**config.mk**
```make
export PLATFORM = sky130hd
export DESIGN_NAME = pair_page_check
export DESIGN_NICKNAME = d
export VERILOG_FILES = /design/src/rtl/pgchk_pkg.sv /design/src/rtl/pgchk_ctrl.sv /design/src/rtl/pgchk_dpath.sv /design/src/rtl/pair_page_check.sv
export SDC_FILE = /design/constraint.sdc
export NUM_CORES = 1
export LEC_CHECK = 0
export ABC_CLOCK_PERIOD_IN_PS = 2550
export BUFFER_PORTS_ARGS = -buffer_cell sky130_fd_sc_hd__buf_2
export CAP_MARGIN = 0
export CORE_AREA = 4 4 106 88
export DETAILED_ROUTE_END_ITERATION = 8
export DIE_AREA = 0 0 110 92
export GPL_TIMING_DRIVEN = 1
export PLACE_DENSITY_LB_ADDON = 0.2
export SLEW_MARGIN = 20
export SYNTH_ARGS = -nofsm -noshare
export SYNTH_HDL_FRONTEND = slang
export SYNTH_SLANG_ARGS = --single-unit
```
**constraint.sdc**
```tcl
create_clock -name clk -period 2.55 [get_ports clk]
set_clock_uncertainty 0.15 [all_clocks]
set_input_delay 0.1275 -clock clk [delete_from_list [all_inputs] [get_ports clk]]
set_output_delay 0.1275 -clock clk [all_outputs]
set_load 0.005 [all_outputs]
```
**src/rtl/pgchk_pkg.sv**
```systemverilog
package pgchk_pkg;

  localparam int PAGE_LSB     = 12;
  localparam int FLAG_W       = 7;
  localparam int BIT_VALID    = 0;
  localparam int BIT_DIRTY    = 1;
  localparam int BIT_LVL_LO   = 2;
  localparam int BIT_RESTRICT = 4;
  localparam int BIT_NOEXEC   = 5;
  localparam int BIT_NOREAD   = 6;
  localparam int PPN_LSB      = FLAG_W;

  typedef enum logic [1:0] {
    ACC_FETCH = 2'd0,
    ACC_LOAD  = 2'd1,
    ACC_STORE = 2'd2,
    ACC_RSVD  = 2'd3
  } accKind_t;

  typedef enum logic [2:0] {
    FLT_NONE    = 3'd0,
    FLT_BADADDR = 3'd1,
    FLT_MISS    = 3'd2,
    FLT_INVALID = 3'd3,
    FLT_DIRTY   = 3'd4,
    FLT_NOREAD  = 3'd5,
    FLT_NOEXEC  = 3'd6,
    FLT_PRIV    = 3'd7
  } fault_t;

  typedef struct packed {
    logic   selOdd;
    logic   hit;
    logic   grantWrite;
    logic   grantExec;
    fault_t fault;
  } ctlStrobes_t;

endpackage

```
**src/rtl/pgchk_ctrl.sv**
```systemverilog
module pgchk_ctrl
  import pgchk_pkg::*;
#(
  parameter int VA_W = 48,
  parameter int PS_W = 5
) (
  input  logic [VA_W-1:0]   vaddr,
  input  logic [PS_W-1:0]   pageShift,
  input  logic [1:0]        accessKind,
  input  logic [1:0]        curLevel,
  input  logic [FLAG_W-1:0] flagsEven,
  input  logic [FLAG_W-1:0] flagsOdd,
  output ctlStrobes_t       strobes
);

  localparam int IDX_W = $clog2(VA_W);

  logic [IDX_W-1:0]  pickIdx;
  logic              pickOdd;
  logic [FLAG_W-1:0] flags;
  logic [1:0]        entryLevel;
  logic              privBad;
  accKind_t          kind;
  fault_t            code;

  always_comb begin
    pickIdx    = IDX_W'(pageShift);
    pickOdd    = vaddr[pickIdx];
    flags      = pickOdd ? flagsOdd : flagsEven;
    kind       = accKind_t'(accessKind);
    entryLevel = flags[BIT_LVL_LO +: 2];
    privBad    = flags[BIT_RESTRICT] ? (curLevel != entryLevel)
                                     : (curLevel > entryLevel);

    // ordered checks: first failing one wins
    code = FLT_NONE;
    if (!flags[BIT_VALID])
      code = FLT_INVALID;
    else if (kind == ACC_FETCH && flags[BIT_NOEXEC])
      code = FLT_NOEXEC;
    else if (kind == ACC_LOAD && flags[BIT_NOREAD])
      code = FLT_NOREAD;
    else if (privBad)
      code = FLT_PRIV;
    else if (kind == ACC_STORE && !flags[BIT_DIRTY])
      code = FLT_DIRTY;

    strobes.selOdd     = pickOdd;
    strobes.fault      = code;
    strobes.hit        = (code == FLT_NONE);
    strobes.grantWrite = (code == FLT_NONE) && flags[BIT_DIRTY];
    strobes.grantExec  = (code == FLT_NONE) && !flags[BIT_NOEXEC];
  end

endmodule

```
**src/rtl/pgchk_dpath.sv**
```systemverilog
module pgchk_dpath
  import pgchk_pkg::*;
#(
  parameter int VA_W = 48,
  parameter int PA_W = 48,
  parameter int PS_W = 5,
  localparam int PPN_W = PA_W - PAGE_LSB
) (
  input  logic              clk,
  input  logic              rstN,
  input  logic              validIn,
  input  logic [VA_W-1:0]   vaddr,
  input  logic [PS_W-1:0]   pageShift,
  input  logic [PPN_W-1:0]  ppnEven,
  input  logic [PPN_W-1:0]  ppnOdd,
  input  ctlStrobes_t       strobes,
  output logic              validOut,
  output logic [2:0]        faultCode,
  output logic [PA_W-1:0]   physAddr,
  output logic              canRead,
  output logic              canWrite,
  output logic              canExec
);

  logic [PPN_W-1:0] ppnSel;
  logic [PA_W-1:0]  pageBase;
  logic [PA_W-1:0]  offMask;
  logic [PA_W-1:0]  nextPa;

  always_comb begin
    ppnSel   = strobes.selOdd ? ppnOdd : ppnEven;
    pageBase = {ppnSel, {PAGE_LSB{1'b0}}};
    offMask  = (PA_W'(1) << pageShift) - PA_W'(1);
    nextPa   = pageBase | (PA_W'(vaddr) & offMask);
  end

  always_ff @(posedge clk or negedge rstN) begin
    if (!rstN) begin
      validOut  <= 1'b0;
      faultCode <= 3'd0;
      physAddr  <= '0;
      canRead   <= 1'b0;
      canWrite  <= 1'b0;
      canExec   <= 1'b0;
    end else begin
      validOut <= validIn;
      if (validIn) begin
        faultCode <= strobes.fault;
        physAddr  <= strobes.hit ? nextPa : '0;
        canRead   <= strobes.hit;
        canWrite  <= strobes.grantWrite;
        canExec   <= strobes.grantExec;
      end
    end
  end

endmodule

```
**src/rtl/pair_page_check.sv**
```systemverilog
module pair_page_check
  import pgchk_pkg::*;
#(
  parameter int VA_W = 48,
  parameter int PA_W = 48,
  parameter int PS_W = 5,
  localparam int PPN_W  = PA_W - PAGE_LSB,
  localparam int DESC_W = PPN_LSB + PPN_W
) (
  input  logic              clk,
  input  logic              rstN,
  input  logic              validIn,
  input  logic [VA_W-1:0]   vaddr,
  input  logic [PS_W-1:0]   pageShift,
  input  logic [1:0]        accessKind,
  input  logic [1:0]        curLevel,
  input  logic [DESC_W-1:0] descEven,
  input  logic [DESC_W-1:0] descOdd,
  output logic              validOut,
  output logic [2:0]        faultCode,
  output logic [PA_W-1:0]   physAddr,
  output logic              canRead,
  output logic              canWrite,
  output logic              canExec
);

  ctlStrobes_t strobes;

  pgchk_ctrl #(.VA_W(VA_W), .PS_W(PS_W)) u_ctrl (
    .vaddr      (vaddr),
    .pageShift  (pageShift),
    .accessKind (accessKind),
    .curLevel   (curLevel),
    .flagsEven  (descEven[FLAG_W-1:0]),
    .flagsOdd   (descOdd[FLAG_W-1:0]),
    .strobes    (strobes)
  );

  pgchk_dpath #(.VA_W(VA_W), .PA_W(PA_W), .PS_W(PS_W)) u_dpath (
    .clk       (clk),
    .rstN      (rstN),
    .validIn   (validIn),
    .vaddr     (vaddr),
    .pageShift (pageShift),
    .ppnEven   (descEven[PPN_LSB +: PPN_W]),
    .ppnOdd    (descOdd[PPN_LSB +: PPN_W]),
    .strobes   (strobes),
    .validOut  (validOut),
    .faultCode (faultCode),
    .physAddr  (physAddr),
    .canRead   (canRead),
    .canWrite  (canWrite),
    .canExec   (canExec)
  );

endmodule

```
[Word-level counts from Yosys, hierarchy flattened]
Index checks and enable logic that the tools add are counted.
Storage, ports and cells
  register bits after elaboration: 55
  bits of input ports: 146
  output and inout bits: 55
  word-level logic and storage cells: 35
Operators by class
  add/sub/neg operators: 1
  $lt $le $gt $ge: 2
  equal/unequal tests: 3
  shifts and indexed selects: 1
  muxes and demuxes: 11
  bitwise gates (word level): 2
  reductions and logical operators: 9
Operator list (number)
  AND 48 bit: 1
  two-way mux 48 bit: 1
  OR 48 bit: 1
  << shifter 1 x 5 -> 48 bit, first input constant: 1
  subtractor 48 x 2 -> 48 bit, second input constant: 1
  two-way mux 36 bit: 1
  two-way mux 3 bit: 5
  < comparator 5 x 7 -> 1 bit, second input constant: 1
  two-way mux 7 bit: 1
  binary-select mux 1 bit (select 5 bit): 1
  logical AND 1 bit: 5
  logical NOT 3 bit: 1
  equality test 2 x 1 -> 1 bit, second input constant: 1
  equality test 2 bit, second input constant: 1
  > comparator 2 bit: 1
  logical NOT 1 bit: 2
  logical NOT 2 bit: 1
  two-way mux 1 bit: 2
  != test 2 bit: 1

[Logic depth before layout (Yosys ltp)]
Gate-level depths: netlist of the first run.
  depth after elaboration: 12
  gate-level depth with buffers: 19
  depth with buffers taken out: 13

[Modules after synthesis]
From an unflattened synthesis of the first run, not the netlist that was laid out.
Unflattened totals
  cell total of the unflattened synthesis: 388
  area, all modules: 3704.8 sq um
Modules (own cells, without submodules)
  pgchk_dpath: times used 1, cells each 301, area each 3049.2 sq um, seq. area each 1376.3 sq um
  pgchk_ctrl: times used 1, cells each 87, area each 655.6 sq um, seq. area each 0.0 sq um

[Worst setup path before layout of the first run]
Ideal clock, no wire load.
  path kind: in2reg
  start: in pageShift[2]
  end: reg u_dpath.physAddr[1]
  setup time: 0.067 ns
  arrival: 3.576 ns
  data required time: 2.333 ns
  setup slack: -1.243 ns
  stages: 17
  path buffers: 6
  path through: clkbuf_1 > mux4_2 > or2_1 > a32o_1 > buf_2 > o221a_1 > buf_2 > buf_2 > buf_1 > mux2i_1 > ha_1 > a21o_1 > nor2_1 > mux2i_1 > a211oi_4 > buf_6 > a32o_1
Between the ends
  word-level cells in the longest chain between the ends: 12
  elaborated cells on any way between the ends: 21
  classes of those cells: add/sub (1); order compare (1); eq/ne (1); shift (1); mux (10); bitwise (2); reduce/logical (5)
RTL lines
  from (decl): RTL line pair_page_check.sv:14  | input logic [PS_W-1:0] pageShift,
  parallel branches: the longest is 11 deep, another holds > comparator 2 bit
  two-way mux 48 bit *: RTL line pgchk_dpath.sv:49  | physAddr <= strobes.hit ? nextPa : '0;
  to (signal assigned): RTL line pgchk_dpath.sv:49
  to (decl): RTL line pgchk_dpath.sv:19  | output logic [PA_W-1:0] physAddr,
Every way passes the cells marked *. The select of a mux whose other input is x is not followed.
A chain may end at the register's enable or synchronous reset.

[Worst setup path in the final report of the first run]
  start: in pageShift[1]
  end: reg u_dpath.physAddr[7]
Same word-level chain as after synthesis.

==> flow_summary.ini, run 1 <==
[run_status]
status = finished, violations left
violations = negative setup slack

[sta]
period_share_pct = 126
rsz0062_at_grt = true
timing.fmax_ghz = 0.312
setup_slack_ps = -654
finalSetupViolations = 54
hold_viol_final = 0
worstMarginPinSlew_ps = 614
slew_headroom_pct = 58.8
final_max_slew_viol_count = 0
layout_min_cycle_time_ps = 3200

[clock_network]
clockBufferDepth = 2
numCtsBuffers = 5
cts_tree = done
worstSkewPairLatency_ps = 320
clk_pin_slew_ps = 120
htree_num_levels = 2
clock-sinks = 55
cts_root_buf = clkbuf_8

[power]
p_leak_nw = 3.10
switching_share_pct = 36.0
power.density_nw_per_um2 = 454
clkPwrFrac_pct = 19.2
switchingPower_uw = 971
pwr-share-seq_pct = 37.0
ir_drop_v = 0.000288
p_comb_share_pct = 43.8
p_int_mw = 1.73

[synth]
yosysTopAreaCell = dfrtp_1
synth_seq_cells = 55
synth.most_common_cell = nand2_1
synth_top_area_share_pct = 34.0
yosys_warnings = 0
syn_inst = 467
synth_fa_ha_area_share_pct = 0.928
synth_top_flop_cell = dfrtp_1
synth_seq_area_share_pct = 34.0
synth_compound_area_share_pct = 28.4
yosys.area_share.xor_xnor_pct = 0.217
avgSynthCellArea_um2 = 8.66
synth_common_cells = nand2_1 (89), dfrtp_1 (55), mux2i_1 (47), a32o_1 (43), clkbuf_1 (30)
yosys.cell_types.count = 50
yosys-top-cells-area = dfrtp_1 (34%), mux2i_1 (12%), a32o_1 (11%), nand2_1 (8.3%), a22oi_1 (3.9%)
syn_area_um2 = 4040
synthSimpleGateAreaFrac_pct = 16.1
synth-edff-count = 0
synth_fp_nets = 616
synthArstFlopShare_pct = 100
synth_top_family_by_area = compound AO/OA/AOI/OAI gates
muxShareOfSynthArea_pct = 14.0

[critical_path]
slowest_stage = mux4_2
worstSetupEndpointType = flop
r2r-start = u_dpath.physAddr[7]
path_buf_inv = 3
path_cells = buf_8 -> mux4_2 -> or2_1 -> a32o_2 -> o221a_1 -> mux2i_1 -> ha_1 -> a21o_1 -> nor2_2 -> mux2i_4 -> a211oi_4 -> buf_12 -> clkbuf_16 -> a41o_1
cp_top_family = compound AO/OA/AOI/OAI gates
cp_slowest_stage_delay_ps = 480
path_depth = 14
startpoint = pageShift[1]
worst_setup_path_start_kind = primary input
path_max_fanout = 8
setup.worst_path.end = u_dpath.physAddr[7]
cp.arrival_ps = 3310
rrSetupSlack_ps = 1580
path_class = in2reg
r2r_cells = 2
worst_r2r_endpoint = u_dpath.physAddr[7]
crit_required_ps = 2650

[placement]
post-dp-hpwl_um = 11900
dpl_cell_area_um2 = 5500
port_buffers = 192
gp_congestion = 0.914

[final_layout]
syn_to_final_growth_pct = 46.8
fin_util_pct = 71.6
nNetsFinal = 856
layout-drive-gt1-share_pct = 43.4
final_area_um2 = 5940
diodes = 0

[global_route]
overflow = 0
grt_max_degree = 42
grt_antenna_before_repair = 0
grt_pass1_vias = 4768
grt_pass1_wl_um = 23300
grt_usage_pct = 29.2

[floorplanning]
rows = 30
die_h_um = 92
coreArea_um2 = 8300
start_util_pct = 48.7
die_x_um = 110
die_area_um2 = 10100
ios = 201

[job]
maxCapViolCount = 0

[drt]
wl_per_cell_um = 19.1
postRouteAntennaNets = 0
wl_um = 15700
vias = 4837
drtPass1Iterations = 5
first_iter_violations = 376
viasPerCell = 5.90
drc_errors = 0

[min_path]
hold_class = in2reg
[worst reg2reg max path: cells and delay by family (launching register included)]
kind	cells	cell delay [ps]
DFF	1	380
AOI/OAI and AO/OA	1	210
and+or+nand+nor	1	130
[cells by family after synthesis]
family | count (synthesis)
AO/OA/AOI/OAI | 147
adder cells (fa/ha/maj) | 3
buffers and inverters | 58
flip-flops | 55
multiplexers | 53
AND/OR/NAND/NOR | 150
XOR/XNOR | 1
[repair_timing]
| action | 4_1_cts | 5_1_grt |
|---|---|---|
| hold endpoints to repair | 23 | 0 |
| hold buffers | 10 | 0 |
| pin swaps | 2 | 22 |
| gates cloned | 0 | 3 |
| resized for setup | 14 | 20 |
| setup endpoints to repair | 54 | 54 |
| setup buffers | 3 | 3 |
[metal layers]
layer / share of wire [%] / wire [um] / up-vias / GRT usage [%]
met1: 41 / 6410 / 2303 / 38.3
met5: 0 / 0 / - / 0
li1: - / - / 2240 / -
met4: 2.4 / 378 / 0 / 9.14
met3: 10 / 1570 / 33 / 6.90
met2: 47 / 7320 / 261 / 47.4
[power by group through the flow]
| stage | logic (mW) | registers, mW | clock network (mW) |
|---|---|---|---|
| after floorplan | 0.572 | 1.02 | 0 |
| after global placement | 0.994 | 1.01 | 0 |
| after detailed placement | 1.02 | 1.01 | 0 |
| after CTS | 1.07 | 0.998 | 0.531 |
| after global routing | 1.27 | 1.01 | 0.572 |
| final | 1.18 | 0.999 | 0.517 |
[placed cells by master (no fill, tap or decap), drive strengths merged, types with 3 or more instances in the layout]
cell type / count
nor2: 18
a22oi: 21
dlygate4sd3: 10
or2: 5
o22a: 3
o32ai: 8
a31oi: 5
nand3: 16
mux2: 4
clkbuf: 6
mux2i: 47
and2: 5
nand2: 89
a32o: 43
buf: 266
ha: 3
o21ai: 23
nor3: 4
a21oi: 18
a22o: 4
dfrtp: 55
nor2b: 9
a211oi: 4
inv: 14
[area by class of cell]
type,count,area (um^2)
Timing Repair Buffer,277,1750
Sequential cell,55,1380
Clock inverter,3,27.5
Clock buffer,5,68.8
Tap cell,112,140
Inverter,14,52.6
Fill cell,668,2360
Multi-Input combinational cell,354,2520
[through the flow]
| step | worst slack [ps] | TNS (ps) | total power, mW | std cells | hold WS (ps) |
|---|---|---|---|---|---|
| after floorplan | -1040 | -54180 | 1.59 | 467 | -318 |
| after global placement | -822 | -40880 | 2.01 | 794 | -107 |
| after detailed placement | -981 | -47780 | 2.04 | 794 | -103 |
| after CTS | -507 | -25030 | 2.60 | 815 | 0.463 |
| after global routing | -741 | -35500 | 2.85 | 820 | 3.49 |
| final | -654 | -30840 | 2.70 | 820 | 2.45 |
[how the worst min path moves through the flow]
stage	from	end	slack, ps	cells after the start
5_1_grt	descEven[32]	u_dpath.physAddr[37]	3	4
3_5_place_dp	rstN	u_dpath.canRead	-100	1
6_report	descOdd[34]	u_dpath.physAddr[39]	2	4
3_3_place_gp	rstN	u_dpath.canRead	-110	1
4_1_cts	descOdd[30]	u_dpath.physAddr[35]	0.5	4
2_1_floorplan	rstN	u_dpath.canExec	-320	0
[flip-flops by register name (all words and copies together), names as in the netlist]
signal and count:
u_dpath.canExec 1, u_dpath.canRead 1, u_dpath.canWrite 1, u_dpath.faultCode 3, u_dpath.physAddr 48, u_dpath.validOut 1
Power figures use the tool's default switching activity.
==> run 2: changes to the inputs <==
- CTS_BUF_LIST: unset -> sky130_fd_sc_hd__clkbuf_16
==> run 2 against run 1 <==
Largest power group unchanged. The flow still finishes with violations (negative setup slack). Critical endpoint is now u_dpath.physAddr[2]. Cell area rose by 1.3%. Combinational power rose by 6%. Final cell count fell by 0.12%. Critical path depth fell by 1. Via count fell by 0.10%. Hold slack improved by 23 ps. Global-route usage rose by 0.69 points. Clock-buffer cell count did not move. Setup slack improved by 21 ps.
==> flow_summary.ini, run 2 (synthesis results as in run 1) <==
[run_status]
status = finished, violations left
violations = negative setup slack

[drt]
first_iter_violations = 364
postRouteAntennaNets = 0
wl_um = 15900
viasPerCell = 5.90
drtPass1Iterations = 5
vias = 4832
drc_errors = 0
wl_per_cell_um = 19.4

[sta]
finalSetupViolations = 54
layout_min_cycle_time_ps = 3180
setup_slack_ps = -633
period_share_pct = 125
timing.fmax_ghz = 0.314
hold-worst-slack_ps = 25.3
hold_viol_final = 0
slew_headroom_pct = 58.2
final_max_slew_viol_count = 0
rsz0062_at_grt = true
worstMarginPinSlew_ps = 622

[floorplanning]
die_h_um = 92
rows = 30
coreArea_um2 = 8300
start_util_pct = 48.7
ios = 201
die_x_um = 110
die_area_um2 = 10100

[placement]
dpl_worst_slack_ps = -981
port_buffers = 192
gp_congestion = 0.914
placed_cells = 794
post-dp-hpwl_um = 11900

[final_layout]
layout_common_cells = buf_2 (191), nand2_1 (87), buf_4 (62)
layout-drive-gt1-share_pct = 43.8
top_regs = u_dpath.physAddr (48), u_dpath.faultCode (3)
fillers = 648
regArea_um2 = 1380
top_register = u_dpath.physAddr
fin_cells = 819
fin_util_pct = 72.5
largest_reg_flops = 48
syn_to_final_growth_pct = 48.8
diodes = 0
multiInputGateArea_um2 = 2520
nNetsFinal = 855
layout_commonest_cell = buf_2

[critical_path]
cp.arrival_ps = 3230
cp_slowest_stage_delay_ps = 480
worstSetupEndpointType = flop
worst_setup_path_start_kind = primary input
path_class = in2reg
slowest_stage = mux4_2
crit_required_ps = 2600
cp_top_family = compound AO/OA/AOI/OAI gates
path_buf_inv = 2
path_max_fanout = 8
path_cells = buf_8 -> mux4_2 -> or2_1 -> a32o_2 -> o221a_1 -> mux2i_1 -> ha_1 -> a21o_1 -> nor2_1 -> mux2i_2 -> buf_4 -> a211o_4 -> o32ai_2

[clock_network]
cts_tree = done
clockBufferDepth = 2
clock-sinks = 55
clk_pin_slew_ps = 80
numCtsBuffers = 5
htree_num_levels = 2
cts_root_buf = clkbuf_16
worstSkewPairLatency_ps = 300

[global_route]
overflow = 0
grt_pass1_wl_um = 23900
grt_antenna_before_repair = 0
grt_util_met3_pct = 6.26
top_usage_layer = met2
grt_use_met1_pct = 39.8
use_met2_pct = 48.9
grt_max_degree = 42
grt_pass1_vias = 4825
grt_usage_pct = 29.9

[power]
p_leak_nw = 3.14
power.density_nw_per_um2 = 493
ir_drop_v = 0.000351

[min_path]
hold_class = in2reg

[job]
maxCapViolCount = 0
[run 2: cell count changes in the layout (fill, tap and decap cells not counted), sizes merged]
cell,before,now
dlygate4sd3,10,6
buf,266,269
[run 2: stage by stage]
stage / total power [mW] / setup TNS (ps) / cell area (um^2)
after floorplan: 1.59 / -54180 / 4080
after global placement: 2.01 / -40880 / 5500
after detailed placement: 2.04 / -47780 / 5500
after CTS: 2.92 / -29120 / 5970
after global routing: 3.11 / -34840 / 6020
final: 2.97 / -30610 / 6020
[run 2: final timing paths]
kind                       cells after the start                  from  slack (ps)              endpoint
max                                           13          pageShift[1]        -630   u_dpath.physAddr[2]
min                                            4           descOdd[36]          30  u_dpath.physAddr[41]
max reg2reg                                    2   u_dpath.physAddr[7]        1580   u_dpath.physAddr[7]
min reg2reg                                    1  u_dpath.physAddr[45]         340  u_dpath.physAddr[45]
max in group asynchronous                      3                  rstN        1280   u_dpath.physAddr[6]
min in group asynchronous                      2                  rstN         110       u_dpath.canRead
[run 2: area by class of cell]
cell class,count,area share [%]
Multi-Input combinational cell,354,41.8
Timing Repair Buffer,276,29.6
Sequential cell,55,22.9
Tap cell,112,2.33
Clock buffer,5,2.08
Inverter,14,0.874
Clock inverter,3,0.458
[run 2: layer usage]
layer / wire (um) / part of all wire (%)
met1: 6510 / 41
met2: 7420 / 47
met3: 1580 / 10
met4: 346 / 2.2
met5: 0 / 0
[run 2: worst register-to-register path, delay by kind of cell, from the launching register on]
family	cells	cell delay, ps
AO/OA/AOI/OAI	1	210
flip-flops	1	370
AND/OR/NAND/NOR	1	130
[run 2: where the power goes]
group / total [mW] / internal (mW) / leakage [nW] / switching, mW
Combinational: 1.25 / 0.618 / 2.32 / 0.630
Sequential: 0.999 / 0.952 / 0.746 / 0.0473
Clock: 0.718 / 0.374 / 0.0719 / 0.344
[run 2: timing repair]
item,in CTS,in global routing
pin swaps,22,12
gates cloned,3,1
hold endpoints to repair,19,0
resized for setup,26,10
hold buffers,6,0
setup endpoints to repair,54,54
setup buffers,9,0
==> run 3: changes to the inputs <==
- SETUP_SLACK_MARGIN: unset -> 0.5
==> run 3 against run 2 <==
The run still ends with negative setup slack left. Via count increased by 0.48%. Critical path depth unchanged. Setup slack got worse by 6.8 ps. Power about the same. Final cell count increased by 0.12%. First-iteration DRC count decreased by 3.0%. Non-clock buffer count increased by 1. Flip-flop and latch count unchanged. Maximum frequency decreased by 0.21%. Clock-buffer cell count unchanged. Critical endpoint unchanged. Highest routed layer unchanged.
==> flow_summary.ini, run 3 (synthesis results as in run 1) <==
[global_route]
grt_pass1_wl_um = 23900
grt_max_degree = 42
grt_usage_pct = 29.9
grt_antenna_before_repair = 0
overflow = 0
grt_pass1_vias = 4853

[drt]
drc_errors = 0
viasPerCell = 5.92
wl_per_cell_um = 19.3
drtPass1Iterations = 6
vias = 4855
wl_um = 15800
postRouteAntennaNets = 0
first_iter_violations = 353

[critical_path]
cp.arrival_ps = 3240
rrSetupSlack_ps = 1580
path_class = in2reg
r2r-start = u_dpath.physAddr[7]
r2r_cells = 2
worst_r2r_endpoint = u_dpath.physAddr[7]
path_max_fanout = 8
crit_required_ps = 2600
worst_setup_path_start_kind = primary input
worstSetupEndpointType = flop

[sta]
worstMarginPinSlew_ps = 633
setup_slack_ps = -640
rsz0062_at_grt = true
hold-worst-slack_ps = 24.8
timing.fmax_ghz = 0.313
layout_min_cycle_time_ps = 3190
slew_headroom_pct = 57.7
period_share_pct = 125
hold_viol_final = 0
final_max_slew_viol_count = 0
finalSetupViolations = 54

[floorplanning]
die_h_um = 92
die_x_um = 110
start_util_pct = 48.7
coreArea_um2 = 8300
die_area_um2 = 10100
ios = 201
rows = 30

[clock_network]
clockBufferDepth = 2
numCtsBuffers = 5
cts_root_buf = clkbuf_16
clk_pin_slew_ps = 80
worstSkewPairLatency_ps = 290
htree_num_levels = 2
clock-sinks = 55
cts_tree = done

[power]
ir_drop_v = 0.000351
p_comb_share_pct = 42.2
pwr-share-seq_pct = 33.7
switchingPower_mw = 1.02
total_power_mw = 2.97
clkPwrFrac_pct = 24.1
power.density_nw_per_um2 = 493
p_leak_nw = 3.15
switching_share_pct = 34.4
p_int_mw = 1.95

[final_layout]
fin_cells = 820
layout_commonest_cell = buf_2
syn_to_final_growth_pct = 48.8
diodes = 0
nNetsFinal = 856
layout-drive-gt1-share_pct = 43.8
top_register = u_dpath.physAddr
top_regs = u_dpath.physAddr (48), u_dpath.faultCode (3)
layout_common_cells = buf_2 (191), nand2_1 (88), buf_4 (64)
largest_reg_flops = 48

[min_path]
hold_end = u_dpath.physAddr[41]
hp-start = descOdd[36]
hold_class = in2reg
holdPathStages = 4

[placement]
port_buffers = 192
post-dp-hpwl_um = 11900
placed_cells = 794
gp_congestion = 0.914

[run_status]
violations = negative setup slack
status = finished, violations left

[job]
maxCapViolCount = 0
-- run 3: power by group through the flow --
| stage | clock [mW] | sequential, mW | combinational, mW |
|---|---|---|---|
| after floorplan | 0 | 1.02 | 0.572 |
| after global placement | 0 | 1.01 | 0.994 |
| after CTS | 0.723 | 0.998 | 1.20 |
| after global routing | 0.764 | 1.01 | 1.34 |
| after detailed placement | 0 | 1.01 | 1.02 |
| final | 0.716 | 0.999 | 1.25 |
-- run 3: metal layers --
metal  global-route usage [%]  wire (um)  up-vias
li1                         -          -     2249
met3                     6.33       1490       37
met4                     9.24        422        0
met1                     40.3       6620     2298
met2                     48.0       7260      271
met5                        0          0        -
-- run 3: timing repair --
item                                    4_1_cts  5_1_grt
setup buffers                                 8        0
gates cloned                                  3        1
hold buffers                                  6        0
endpoints found under the setup margin       54       54
pin swaps                                    21       15
gates resized for setup                      24       10
endpoints found under the hold margin        19        0
-- run 3: final cells by class --
class / instances / area, um^2
repair buffers: 277 / 1780
inverters: 14 / 52.6
clock inverters: 3 / 27.5
clock buffers: 5 / 125
fillers: 650 / 2280
multi-input cells: 354 / 2510
flip-flops and latches: 55 / 1380
well taps: 112 / 140
-- run 3: metrics by stage --
| step | worst slack (ps) | area [um^2] | util [%] | TNS, ps |
|---|---|---|---|---|
| after global routing | -751 | 6020 | 72.5 | -36990 |
| after CTS | -590 | 5960 | 71.8 | -29160 |
| final | -640 | 6020 | 72.5 | -30800 |
| after global placement | -822 | 5500 | 66.3 | -40880 |
| after detailed placement | -981 | 5500 | 66.3 | -47780 |
| after floorplan | -1040 | 4080 | - | -54180 |
-- run 3: worst max-delay path by stage --
| stage | end | slack [ps] | startpoint | cells past startpoint |
|---|---|---|---|---|
| after floorplan | u_dpath.physAddr[1] | -1040 | pageShift[1] | 16 |
| after global placement | u_dpath.physAddr[0] | -820 | pageShift[1] | 12 |
| after detailed placement | u_dpath.physAddr[0] | -980 | pageShift[1] | 12 |
| after CTS | u_dpath.physAddr[10] | -590 | pageShift[1] | 13 |
| after global routing | u_dpath.physAddr[2] | -750 | pageShift[1] | 17 |
| final | u_dpath.physAddr[2] | -640 | pageShift[1] | 13 |
-- run 3: worst max-delay path, stage by stage --
cell and delay [ps]:
buf_8 80, mux4_2 480, or2_1 240, a32o_2 300, o221a_1 300, mux2i_1 200, ha_1 280, a21o_1 200
nor2_1 130, mux2i_2 120, buf_4 160, a211o_4 390, o32ai_2 220
